[config.mk]
export PLATFORM = sky130hd
export DESIGN_NAME = duo_core
export DESIGN_NICKNAME = d
export VERILOG_FILES = /design/src/rtl/duo_pkg.sv /design/src/rtl/duo_regfile.sv /design/src/rtl/duo_queue.sv /design/src/rtl/duo_fetch.sv /design/src/rtl/duo_exec.sv /design/src/rtl/duo_core.sv
export SDC_FILE = /design/constraint.sdc
export NUM_CORES = 1
export LEC_CHECK = 0
export BUFFER_PORTS_ARGS = -buffer_cell sky130_fd_sc_hd__buf_4
export CORE_MARGIN = 1
export CORE_UTILIZATION = 57
export CTS_CLUSTER_DIAMETER = 100
export DETAILED_ROUTE_END_ITERATION = 7
export PLACE_DENSITY = 0.76
export SLEW_MARGIN = 30
export SYNTH_ARGS = -nofsm -noshare
export SYNTH_HDL_FRONTEND = slang
export SYNTH_SLANG_ARGS = --single-unit
[constraint.sdc]
create_clock -name clk -period 6.2 [get_ports clk]
set_input_delay 0.31 -clock clk [delete_from_list [all_inputs] [get_ports clk]]
set_output_delay 0.31 -clock clk [all_outputs]
set_load 0.01 [all_outputs]
[src/rtl/duo_pkg.sv]
package duo_pkg;

    localparam int DW     = 16;
    localparam int RA_W   = 2;
    localparam int REG_N  = 1 << RA_W;

    typedef enum logic [2:0] {
        OP_LDI  = 3'd0,
        OP_LDPC = 3'd1,
        OP_ADD  = 3'd2,
        OP_SUB  = 3'd3,
        OP_BZ   = 3'd4,
        OP_OUT  = 3'd5,
        OP_IN   = 3'd6,
        OP_NOP  = 3'd7
    } op_e;

    typedef struct packed {
        op_e             op;
        logic [RA_W-1:0] rd;
        logic [DW-1:0]   va;
        logic [DW-1:0]   vb;
    } dop_t;

    function automatic logic op_writes(op_e op);
        return (op == OP_LDI) || (op == OP_LDPC) || (op == OP_ADD) ||
               (op == OP_SUB) || (op == OP_IN);
    endfunction

    function automatic logic op_uses_a(op_e op);
        return (op == OP_ADD) || (op == OP_SUB) || (op == OP_BZ) || (op == OP_OUT);
    endfunction

    function automatic logic op_uses_b(op_e op);
        return (op == OP_ADD) || (op == OP_SUB) || (op == OP_BZ);
    endfunction

endpackage

[src/rtl/duo_regfile.sv]
module duo_regfile
    import duo_pkg::*;
(
    input  logic            clk,
    input  logic            rst,
    input  logic [RA_W-1:0] ra_a,
    input  logic [RA_W-1:0] ra_b,
    output logic [DW-1:0]   rd_a,
    output logic [DW-1:0]   rd_b,
    input  logic            we,
    input  logic [RA_W-1:0] wa,
    input  logic [DW-1:0]   wd
);
    logic [DW-1:0] regs [REG_N];

    always_ff @(posedge clk) begin
        if (rst) begin
            for (int i = 0; i < REG_N; i++) regs[i] <= '0;
        end else if (we) begin
            regs[wa] <= wd;
        end
    end

    assign rd_a = regs[ra_a];
    assign rd_b = regs[ra_b];
endmodule

[src/rtl/duo_queue.sv]
module duo_queue
    import duo_pkg::*;
#(
    parameter int DEPTH = 2
) (
    input  logic            clk,
    input  logic            rst,
    input  logic            enq,
    input  dop_t            din,
    input  logic            deq,
    input  logic            flush,
    output dop_t            head,
    output logic            full,
    output logic            empty,
    output logic [DEPTH-1:0] live,
    output op_e             slot_op [DEPTH],
    output logic [RA_W-1:0] slot_rd [DEPTH]
);
    localparam int CW = $clog2(DEPTH + 1);

    dop_t          slots [DEPTH];
    logic [CW-1:0] count;
    logic [CW-1:0] wr_idx;

    assign full   = (count == CW'(DEPTH));
    assign empty  = (count == '0);
    assign head   = slots[0];
    assign wr_idx = deq ? (count - CW'(1)) : count;

    for (genvar g = 0; g < DEPTH; g++) begin : g_slot
        assign live[g]    = (CW'(g) < count);
        assign slot_op[g] = slots[g].op;
        assign slot_rd[g] = slots[g].rd;
    end

    always_ff @(posedge clk) begin
        if (rst || flush) begin
            count <= '0;
        end else begin
            if (deq) begin
                for (int i = 0; i < DEPTH - 1; i++) slots[i] <= slots[i+1];
            end
            if (enq) slots[wr_idx] <= din;
            count <= count + CW'(enq) - CW'(deq);
        end
    end

    assert_enq_not_full_R8: assert property (@(posedge clk) disable iff (rst)
        enq |-> !full);

    assert_count_grows_R8: assert property (@(posedge clk) disable iff (rst)
        (enq && !deq && !flush) |=> (count == $past(count) + CW'(1)));

    assert_flush_empties_R5: assert property (@(posedge clk) disable iff (rst)
        flush |=> empty);
endmodule

[src/rtl/duo_fetch.sv]
module duo_fetch
    import duo_pkg::*;
#(
    parameter int DEPTH = 2,
    parameter int PM_AW = 6
) (
    input  logic             clk,
    input  logic             rst,
    input  logic             pm_we,
    input  logic [PM_AW-1:0] pm_addr,
    input  logic [DW-1:0]    pm_wdata,
    output logic [RA_W-1:0]  ra_a,
    output logic [RA_W-1:0]  ra_b,
    input  logic [DW-1:0]    rf_a,
    input  logic [DW-1:0]    rf_b,
    input  logic             q_full,
    input  logic [DEPTH-1:0] q_live,
    input  op_e              q_op [DEPTH],
    input  logic [RA_W-1:0]  q_rd [DEPTH],
    input  logic             redirect,
    input  logic [DW-1:0]    target,
    output logic             enq,
    output dop_t             dout
);
    localparam int PM_N = 1 << PM_AW;

    logic [DW-1:0]   pmem [PM_N];
    logic [DW-1:0]   pc;
    logic [DW-1:0]   word;
    op_e             op;
    logic [RA_W-1:0] rd;
    logic            raw_hit;
    logic            br_wait;

    always_ff @(posedge clk) begin
        if (pm_we) pmem[pm_addr] <= pm_wdata;
    end

    assign word = pmem[pc[PM_AW-1:0]];
    assign op   = op_e'(word[15:13]);
    assign rd   = word[12:11];
    assign ra_a = word[10:9];
    assign ra_b = word[8:7];

    always_comb begin
        raw_hit = 1'b0;
        br_wait = 1'b0;
        for (int i = 0; i < DEPTH; i++) begin
            if (q_live[i]) begin
                if (q_op[i] == OP_BZ) br_wait = 1'b1;
                if (op_writes(q_op[i]) &&
                    ((op_uses_a(op) && q_rd[i] == ra_a) ||
                     (op_uses_b(op) && q_rd[i] == ra_b)))
                    raw_hit = 1'b1;
            end
        end
    end

    always_comb begin
        dout.op = op;
        dout.rd = rd;
        dout.vb = rf_b;
        case (op)
            OP_LDI:  dout.va = {{(DW-11){word[10]}}, word[10:0]};
            OP_LDPC: dout.va = pc;
            default: dout.va = rf_a;
        endcase
    end

    assign enq = !rst && !redirect && !q_full && !raw_hit && !br_wait;

    always_ff @(posedge clk) begin
        if (rst)           pc <= '0;
        else if (redirect) pc <= target;
        else if (enq)      pc <= pc + DW'(1);
    end

    assert_redirect_pc_R5: assert property (@(posedge clk) disable iff (rst)
        redirect |=> (pc == $past(target)));

    assert_pc_step_R4: assert property (@(posedge clk) disable iff (rst)
        (enq && !redirect) |=> (pc == $past(pc) + DW'(1)));
endmodule

[src/rtl/duo_exec.sv]
module duo_exec
    import duo_pkg::*;
(
    input  logic            clk,
    input  logic            rst,
    input  dop_t            head,
    input  logic            head_live,
    input  logic            in_valid,
    input  logic [DW-1:0]   in_data,
    output logic            in_ack,
    output logic            deq,
    output logic            redirect,
    output logic [DW-1:0]   target,
    output logic            rf_we,
    output logic [RA_W-1:0] rf_wa,
    output logic [DW-1:0]   rf_wd,
    output logic            out_valid,
    output logic [DW-1:0]   out_data
);
    logic out_fire;

    always_comb begin
        deq      = 1'b0;
        redirect = 1'b0;
        rf_we    = 1'b0;
        rf_wd    = head.va;
        out_fire = 1'b0;
        in_ack   = 1'b0;
        if (head_live) begin
            case (head.op)
                OP_LDI, OP_LDPC: begin
                    deq = 1'b1; rf_we = 1'b1;
                end
                OP_ADD: begin
                    deq = 1'b1; rf_we = 1'b1; rf_wd = head.va + head.vb;
                end
                OP_SUB: begin
                    deq = 1'b1; rf_we = 1'b1; rf_wd = head.va - head.vb;
                end
                OP_BZ: begin
                    deq = 1'b1; redirect = (head.va == '0);
                end
                OP_OUT: begin
                    deq = 1'b1; out_fire = 1'b1;
                end
                OP_IN: begin
                    in_ack = in_valid; deq = in_valid; rf_we = in_valid; rf_wd = in_data;
                end
                default: deq = 1'b1;
            endcase
        end
    end

    assign target = head.vb;
    assign rf_wa  = head.rd;

    always_ff @(posedge clk) begin
        if (rst) begin
            out_valid <= 1'b0;
            out_data  <= '0;
        end else begin
            out_valid <= out_fire;
            if (out_fire) out_data <= head.va;
        end
    end
endmodule

[src/rtl/duo_core.sv]
module duo_core
    import duo_pkg::*;
#(
    parameter int QDEPTH = 2,
    parameter int PM_AW  = 6
) (
    input  logic             clk,
    input  logic             rst,
    input  logic             pm_we,
    input  logic [PM_AW-1:0] pm_addr,
    input  logic [15:0]      pm_wdata,
    input  logic             in_valid,
    input  logic [15:0]      in_data,
    output logic             in_ack,
    output logic             out_valid,
    output logic [15:0]      out_data
);
    logic [RA_W-1:0]   ra_a, ra_b, rf_wa;
    logic [DW-1:0]     rf_a, rf_b, rf_wd, target;
    logic              rf_we, enq, deq, redirect, q_full, q_empty;
    logic [QDEPTH-1:0] q_live;
    op_e               q_op [QDEPTH];
    logic [RA_W-1:0]   q_rd [QDEPTH];
    dop_t              dec, head;

    duo_regfile u_rf (
        .clk(clk), .rst(rst), .ra_a(ra_a), .ra_b(ra_b), .rd_a(rf_a), .rd_b(rf_b),
        .we(rf_we), .wa(rf_wa), .wd(rf_wd)
    );

    duo_fetch #(.DEPTH(QDEPTH), .PM_AW(PM_AW)) u_fetch (
        .clk(clk), .rst(rst), .pm_we(pm_we), .pm_addr(pm_addr), .pm_wdata(pm_wdata),
        .ra_a(ra_a), .ra_b(ra_b), .rf_a(rf_a), .rf_b(rf_b),
        .q_full(q_full), .q_live(q_live), .q_op(q_op), .q_rd(q_rd),
        .redirect(redirect), .target(target), .enq(enq), .dout(dec)
    );

    duo_queue #(.DEPTH(QDEPTH)) u_q (
        .clk(clk), .rst(rst), .enq(enq), .din(dec), .deq(deq), .flush(redirect),
        .head(head), .full(q_full), .empty(q_empty), .live(q_live),
        .slot_op(q_op), .slot_rd(q_rd)
    );

    duo_exec u_exec (
        .clk(clk), .rst(rst), .head(head), .head_live(!q_empty),
        .in_valid(in_valid), .in_data(in_data), .in_ack(in_ack),
        .deq(deq), .redirect(redirect), .target(target),
        .rf_we(rf_we), .rf_wa(rf_wa), .rf_wd(rf_wd),
        .out_valid(out_valid), .out_data(out_data)
    );

    assert_in_hold_R7: assert property (@(posedge clk) disable iff (rst)
        (!q_empty && head.op == OP_IN && !in_valid) |=> (!q_empty && head.op == OP_IN));
endmodule

## After elaboration in Yosys (flattened, before gate mapping)

Memories as Yosys holds them, arrays and structs flattened. A register that Yosys moved wholly into a read port is not among the register bits.
Index checks and enable logic that the tools add are counted.
Widths: inputs -> output; s select.

| operators by class | value |
|---|---|
| add/subtract/negate cells | 6 |
| $mul | 0 |
| divide/modulo/power cells | 0 |
| $lt $le $gt $ge | 2 |
| eq/ne operators | 21 |
| shift operators | 0 |
| mux-type cells | 42 |
| bitwise logic cells | 0 |
| reductions and logical operators | 37 |

Operators by type and width:

| kind | number |
|---|---|
| $mux 16 | 4 |
| $pmux 16 s3 | 1 |
| $mux 1 | 32 |
| $pmux 16 s2 | 1 |
| $eq 3x3->1 const B | 7 |
| $eq 3x2->1 const B | 6 |
| $add 16x1->16 const B | 1 |
| $add 16x16->16 | 1 |
| $logic_not 16->1 | 1 |
| $reduce_or 16->1 | 1 |
| $sub 16x16->16 | 1 |
| $logic_or 1x1->1 | 14 |
| $mux 6 | 2 |
| $logic_and 1x1->1 | 10 |
| $eq 3x1->1 const B | 3 |
| $logic_not 3->1 | 3 |
| $eq 2x2->1 | 4 |
| $logic_not 1->1 | 5 |
| $lt 1x2->1 const A | 2 |
| $reduce_or 4->1 | 1 |
| $add 2x1->2 | 1 |
| $eq 2x2->1 const B | 1 |
| $logic_not 2->1 | 1 |
| $mux 2 | 1 |
| other kinds (4) | 4 |

| storage, ports and cells | value |
|---|---|
| register bits after elaboration | 35 |
| bits in latches | 0 |
| memory bits (writable) | 1162 |
| bits in read-only memories | 0 |
| input port bits | 42 |
| output and inout port bits | 18 |
| word-level logic and storage cells | 115 |
| memories kept | 3 |

Memories:

| name | depth | bits a word | rd ports | clocked after Yosys merged registers in | write ports | line | source |
|---|---|---|---|---|---|---|---|
| u_fetch.pmem | 64 | 16 | 1 | 1 | 1 | duo_fetch.sv:27 | `logic [DW-1:0] pmem [PM_N];` |
| u_q.slots | 2 | 37 | 2 | 0 | 2 | duo_queue.sv:21 | `dop_t slots [DEPTH];` |
| u_rf.regs | 4 | 16 | 2 | 0 | 4 | duo_regfile.sv:14 | `logic [DW-1:0] regs [REG_N];` |

## Depth between registers and ports, before layout

Gate-level depths: netlist of the first run.

| logic depth | value |
|---|---|
| word-level depth | 18 |
| depth in mapped cells | 18 |
| mapped depth without buffers | 16 |

## By module

Synthesis of the first run repeated with hierarchy kept, for this count alone.

| unflattened totals | value |
|---|---|
| cell total of the unflattened synthesis | 2459 |
| area total of the unflattened synthesis | 49462.4 um^2 |

Modules (own cells, without submodules):

| module | instances | cells an instance | area an instance (um^2) | sequential area each (um^2) |
|---|---|---|---|---|
| duo_fetch | 1 | 1827 | 40976.8 | 31189.9 |
| duo_regfile | 1 | 182 | 3229.3 | 1921.8 |
| duo_queue | 1 | 142 | 3064.2 | 2262.2 |
| duo_exec | 1 | 307 | 2188.3 | 340.3 |
| duo_core | 1 | 1 | 3.8 | 0.0 |

## Worst setup path after synthesis of the first run

No wires, ideal clock.

| timing path | value |
|---|---|
| path type | reg-to-reg |
| start point | register (tool-made name) |
| end point | memory u_q.slots[1][0] in the netlist's numbering (enable) |
| setup time | 0.524 ns |
| arrival time | 6.025 ns |
| required time | 5.676 ns |
| setup slack | -0.349 ns |
| stages on the path, launching flop included | 13 |
| path buffers | 4 |
| clock period less this slack | 6.549 ns |
| cell sequence | dfxtp_1 > buf_6 > buf_6 > buf_6 > buf_6 > mux4_2 > a22oi_1 > a21oi_1 > a211oi_2 > nor3_1 > o221ai_1 > a211oi_2 > nor4_1 |

RTL lines:

| what | line |
|---|---|
| to (decl) | duo_queue.sv:21 |

==> results of run 1 <==
[cell type report]
type / count / area [um^2]
sequential: 1203 / 35700
tap: 1144 / 1430
clock inverter: 67 / 518
multi-input combinational: 1176 / 12800
clock buffer: 142 / 3020
fill: 5659 / 30500
inverter: 24 / 90.1
timing repair buffer: 168 / 1340
[metal layers]
layer | track usage | up-vias
met5 | 0 | -
li1 | - | 10703
met3 | 0.0532 | 259
met1 | 0.400 | 13501
met4 | 0.102 | 2
met2 | 0.454 | 1627
[sequential cells by signal, indices dropped and copies added, names as in the netlist, named ones only]
signal / cells
u_fetch.pmem: 1024
u_q.slots: 74
u_rf.regs: 64
u_exec.out_valid: 1
u_fetch.pc: 16
u_exec.out_data: 16
u_q.count: 2
[critical path, stage by stage (launching register included)]
cell and delay (ns):
dfxtp_4 0.89, buf_4 0.40, mux4_2 0.35, mux2i_1 0.37
a22oi_1 0.24, and2_1 0.22, a2111oi_0 0.57, a22oi_2 0.10
a211oi_2 0.65, nor3_4 0.21, mux2i_1 0.18, a211oi_1 0.63
[power groups by stage]
stage	Sequential [mW]	Clock, mW	Combinational, mW
2_1_floorplan	9.86	0	4.72
3_3_place_gp	10.1	0	6.16
3_5_place_dp	10.2	0	6.29
4_1_cts	9.99	6.71	6.33
5_1_grt	10.0	7.02	6.77
6_report	10.0	6.63	6.35
[cell families after synthesis]
family	synth area share
AOI/OAI and AO/OA	0.0313
adders and majority gates	0.00524
buffers and inverters	0.0165
DFF	0.726
xor gates and xnor gates	0.00712
and+or+nand+nor	0.0415
muxes	0.173
[worst paths after layout]
path	startpoint	endpoint	slack, ns	depth (start not counted)
worst max-delay path	register	register	1.12	11
worst min-delay path	rst	u_exec.out_valid	0.05	2
worst max register to register	register	register	1.12	11
worst min register to register	u_exec.out_data[13]	u_exec.out_data[13]	0.45	2
[through the flow]
stage | utilization | total power, mW | instances | setup WS [ns]
2_1_floorplan | - | 14.6 | 2542 | 1.20
3_3_place_gp | 0.601 | 16.3 | 3715 | 1.37
3_5_place_dp | 0.601 | 16.4 | 3715 | 1.29
4_1_cts | 0.643 | 23.0 | 3924 | 1.24
5_1_grt | 0.643 | 23.8 | 3924 | 0.849
6_report | 0.643 | 23.0 | 3924 | 1.12
[cell usage after synthesis, types with 7 or more instances]
cell         n  area share
a211oi_1    15      0.0023
a21oi_1     57      0.0058
a221oi_1     8      0.0014
a22o_1       8      0.0014
a22oi_1     29      0.0044
and3_1      21      0.0027
buf_1       11     0.00084
buf_2       31      0.0032
buf_4       12      0.0018
buf_6       14      0.0032
clkbuf_1    70      0.0053
dfxtp_1     41       0.017
edfxtp_1  1162        0.71
ha_1        19      0.0048
inv_1       23      0.0018
mux2_2      22      0.0050
mux2_4      30      0.0092
mux2i_1     94       0.019
mux4_2     300        0.14
nand2_1    103      0.0079
nand2b_1     8      0.0010
nand3_1     25      0.0025
nand4_1      9      0.0011
nor2_1     183       0.014
nor2b_1     13      0.0017
nor3_1      18      0.0018
nor3b_1      7      0.0011
nor4_1      11      0.0014
o211ai_1    16      0.0024
o21ai_0     33      0.0034
or3_1       11      0.0014
xnor2_1     21      0.0037
xor2_1      19      0.0034
==> reports/qor.yml, run 1 <==
grt_start_max_net_pins: 65
critPathKind: "register to register"
drive_above_1_share: 0.256
final_common_cell: "edfxtp_1"
setup_viol: 0
synth_edf_count: 1162
die_w_um: 296
post-route-cell-area_um2: 54900
vias: 26092
clock_sinks: 1203
worst_hold_slack_ns: 0.0452
dieArea_um2: 87500
clockPowerShare: 0.288
wl_met2_mm: 59.1
drv_slew: 0
yosys_warnings: 0
fmax_mhz: 197
ant_nets: 0
synth_cells: 2542
viasPerCell: 6.65
cp-end-kind: "register"
post_cts_buffers: 0
async_reset_ff_frac: 0
dr.first_iter.drc_count: 3699
peakVddDrop_v: 0.000291
cts_tree: "yes"
grt-ovfl-total: 0
combPwrFrac: 0.276
synth-seq-area-share: 0.726
dpl.hpwl_mm: 73.6
start_util: 0.576
cts_buffer_depth: 3
h-tree-depth: 3
worstMarginPinSlew_ns: 0.992
max_slew_margin: 0.338
gp_congestion: 0.926
post_cts_resized: 0
p_sw_mw: 6.93
leakage_nw: 17.4
synth_nets: 2604
grt_pass1_wl_mm: 177
avgSynthCellArea_um2: 19.4
p_per_area_nw_per_um2: 418
placed_area_um2: 51400
die_h_um: 296
synth_seq_cells: 1203
yosys_most_used_dff: "edfxtp_1"
synth_cell_types: 83
cts_hold_buf: 0
wl_met1_mm: 46.1
rows: 107
timing.final.crit_share: 0.819
required_ns: 6.71
sequentialPowerShare: 0.435
grt_usage: 0.285
fin_setup_tns_ns: 0
p_int_mw: 16.0
cts_buffers: 115
ios: 60
min_path_type: "primary input to register"
grt_pass1_vias: 26194
core_area_um2: 85400
cp.arrival_ns: 5.59
drv_cap: 0
critPathMaxFanout: 42
num_antenna_cells: 0
most-common-layout-cells: "edfxtp_1 (1162), mux4_2 (300), nor2_1 (172), buf_4 (162), clkbuf_16 (117)"
post-route-min-period_ns: 5.08
rsz0062_at_grt: "false"
wl_mm: 122
dr_wl_met3_mm: 12.8
insertion_delay_ns: 0.70
status: "completed"
port_buffers: 59
switching_share: 0.302
fin_nets: 2750
top_layer: "met5"
antenna_found_initial: 4
clkTransAtPathRegs_ns: 0.06
drc: 0
syn_area_um2: 49200
hold_violations: 0
start_kind: "register"
cts_root_buf: "clkbuf_16"
syn_to_final_growth_pct: 11.6
wl_per_cell_um: 31.2
first_pass_iters: 6
fin_worst_skew_ns: 0.0600
No activity file was read; power rests on OpenSTA's default activity.
==> inputs of run 2 (changes only) <==
==> constraint.sdc (replaced) <==
create_clock -name clk -period 4.4 [get_ports clk]
set_input_delay 0.22 -clock clk [delete_from_list [all_inputs] [get_ports clk]]
set_output_delay 0.22 -clock clk [all_outputs]
set_load 0.01 [all_outputs]
==> reports/qor.yml, run 2 (synthesis results as in run 1) <==
reg.largest.list: "u_fetch.pmem (1024), u_q.slots (74), u_rf.regs (64)"
wl_mm: 123  # +0.23%
rr_worst_depth: 14  # +3
cts_buffers: 116  # +0.87%
num_antenna_cells: 0  # unchanged
port_buffers: 59  # unchanged
drc: 0  # unchanged
final_common_cell: "edfxtp_1"
r2r_slack_ns: 0.21  # -0.91 ns
die_h_um: 296  # unchanged
worstSetupEndpoint: "u_q.slots[0][26]"
syn_to_final_growth_pct: 13.5
dr.first_iter.drc_count: 3275  # -11%
insertion_delay_ns: 0.74  # +0.04 ns
leakage_nw: 17.9  # +2.8%
r2r_end: "u_q.slots[0][26]"
viasPerCell: 6.61  # -0.64%
first_pass_iters: 6  # unchanged
grt_start_max_net_pins: 65  # unchanged
peakVddDrop_v: 0.000369  # +27%
grt-ovfl-total: 0  # unchanged
gp_congestion: 0.958  # +3.5%
setup_viol: 0  # unchanged
fin_setup_tns_ns: 0  # unchanged
grt_usage: 0.284  # -0.000670
cts_root_buf: "clkbuf_16"
antenna_found_initial: 2  # -2
die_w_um: 296  # unchanged
clock_sinks: 1203  # unchanged
critPathKind: "register to register"
rows: 107  # unchanged
cp.arrival_ns: 4.58  # -1.01 ns
drive_above_1_share: 0.278  # +0.0224
vias: 26440  # +1.3%
h-tree-depth: 3  # unchanged
fin_nets: 2822  # +2.6%
rsz0062_at_grt: "false"
fin_worst_skew_ns: 0.0513  # -0.00864 ns
ant_nets: 0  # unchanged
start_kind: "register"
required_ns: 4.79  # -1.92 ns
wl_per_cell_um: 30.6  # -1.7%
max_slew_margin: 0.361  # +0.0238
critPathMaxFanout: 32  # -24%
ios: 60  # unchanged
drv_cap: 0  # unchanged
dpl.hpwl_mm: 74.6  # +1.3%
grt_pass1_wl_mm: 176  # -0.37%
regMostFlops: "u_fetch.pmem"
post-route-min-period_ns: 4.19  # -0.888 ns
largest_reg_flops: 1024  # unchanged
clkTransAtPathRegs_ns: 0.07  # about the same
core_area_um2: 85400  # unchanged
start_util: 0.576  # unchanged
timing.final.crit_share: 0.953  # +0.133
cp-end-kind: "register"
finalPower_mw: 33.3  # +45%
hold_violations: 0  # unchanged
p_per_area_nw_per_um2: 595  # +42%
cts_buffer_depth: 3  # unchanged
drv_slew: 0  # unchanged
status: "completed"
fmax_mhz: 239  # +21%
worstMarginPinSlew_ns: 0.954  # -0.0372 ns
most-common-layout-cells: "edfxtp_1 (1162), mux4_2 (300), buf_4 (218), nor2_1 (178), clkbuf_16 (117)"
min_path_type: "primary input to register"
dieArea_um2: 87500  # unchanged
cts_tree: "yes"
grt_pass1_vias: 26032  # -0.62%
==> run 2: cell types whose count changed in the layout (fill, tap and decap cells not counted), moves of 4 or more <==
| cell | change |
|---|---|
| clkbuf_1 | -4 |
| clkinv_4 | +4 |
| buf_12 | +12 |
| bufinv_16 | +5 |
| clkinv_1 | -5 |
| nor2_1 | +6 |
| buf_4 | +56 |
| nor2_2 | -7 |
==> run 2: through the flow <==
step | instance area [um^2] | setup WS [ns] | instances | hold WS [ns] | utilization
after detailed placement | 51900 | 0.134 | 3769 | 0.452 | 0.608
after floorplan | 49200 | 0.258 | 2542 | 0.319 | -
final | 55800 | 0.208 | 4002 | 0.0392 | 0.654
after global placement | 51900 | 0.200 | 3769 | 0.448 | 0.608
after CTS | 55700 | 0.0790 | 3986 | 0.0276 | 0.652
after global routing | 55800 | 0.0204 | 4002 | 0.0605 | 0.654
==> run 2: worst min-delay path by stage <==
stage | startpoint | cells after the start | to | slack (ns)
2_1_floorplan | pm_wdata[0] | 0 | u_fetch.pmem[0][0] | 0.32
3_3_place_gp | u_exec.out_data[13] | 2 | u_exec.out_data[13] | 0.45
3_5_place_dp | u_exec.out_data[4] | 2 | u_exec.out_data[4] | 0.45
4_1_cts | pm_wdata[12] | 1 | u_fetch.pmem[27][12] | 0.03
5_1_grt | pm_wdata[12] | 1 | u_fetch.pmem[17][12] | 0.06
6_report | pm_wdata[15] | 1 | u_fetch.pmem[51][15] | 0.04
==> run 2: critical path, stage by stage, from the launching register on <==
cell      delay (ns)
dfxtp_4         0.42
buf_12          0.14
buf_12          0.19
mux4_2          0.53
mux2_2          0.28
a31oi_1         0.36
and3_1          0.34
xnor2_1         0.15
a221o_1         0.18
a211oi_2        0.07
buf_4           0.17
nor4_4          0.33
buf_12          0.26
a31o_2          0.18
buf_12          0.20
==> run 2: layout make-up <==
type | instances | area, um^2
Sequential cell | 1203 | 35700
Fill cell | 5509 | 29600
Multi-Input combinational cell | 1176 | 12800
Clock buffer | 137 | 2980
Timing Repair Buffer | 239 | 2060
Tap cell | 1144 | 1430
Clock inverter | 79 | 761
Inverter | 24 | 90.1
==> run 2: what timing repair did <==
item                                    4_1_cts  5_1_grt
hold buffers                                  1        0
resized for setup                             0        7
setup buffers                                 0       15
hold endpoints to repair                     28        0
endpoints found under the setup margin        0       47
==> run 2: metal layers <==
metal | routed length (um) | GRT usage
met1 | 46000 | 0.395
met2 | 59600 | 0.455
met3 | 12100 | 0.0468
met4 | 4920 | 0.116
met5 | 0 | 0
==> run 2: where the power goes <==
| part | internal (mW) | switching, mW | leakage (nW) |
|---|---|---|---|
| Sequential | 13.4 | 0.553 | 10.9 |
| Combinational | 4.44 | 5.09 | 5.19 |
| Clock | 5.45 | 4.31 | 1.80 |
| Total | 23.3 | 9.95 | 17.9 |
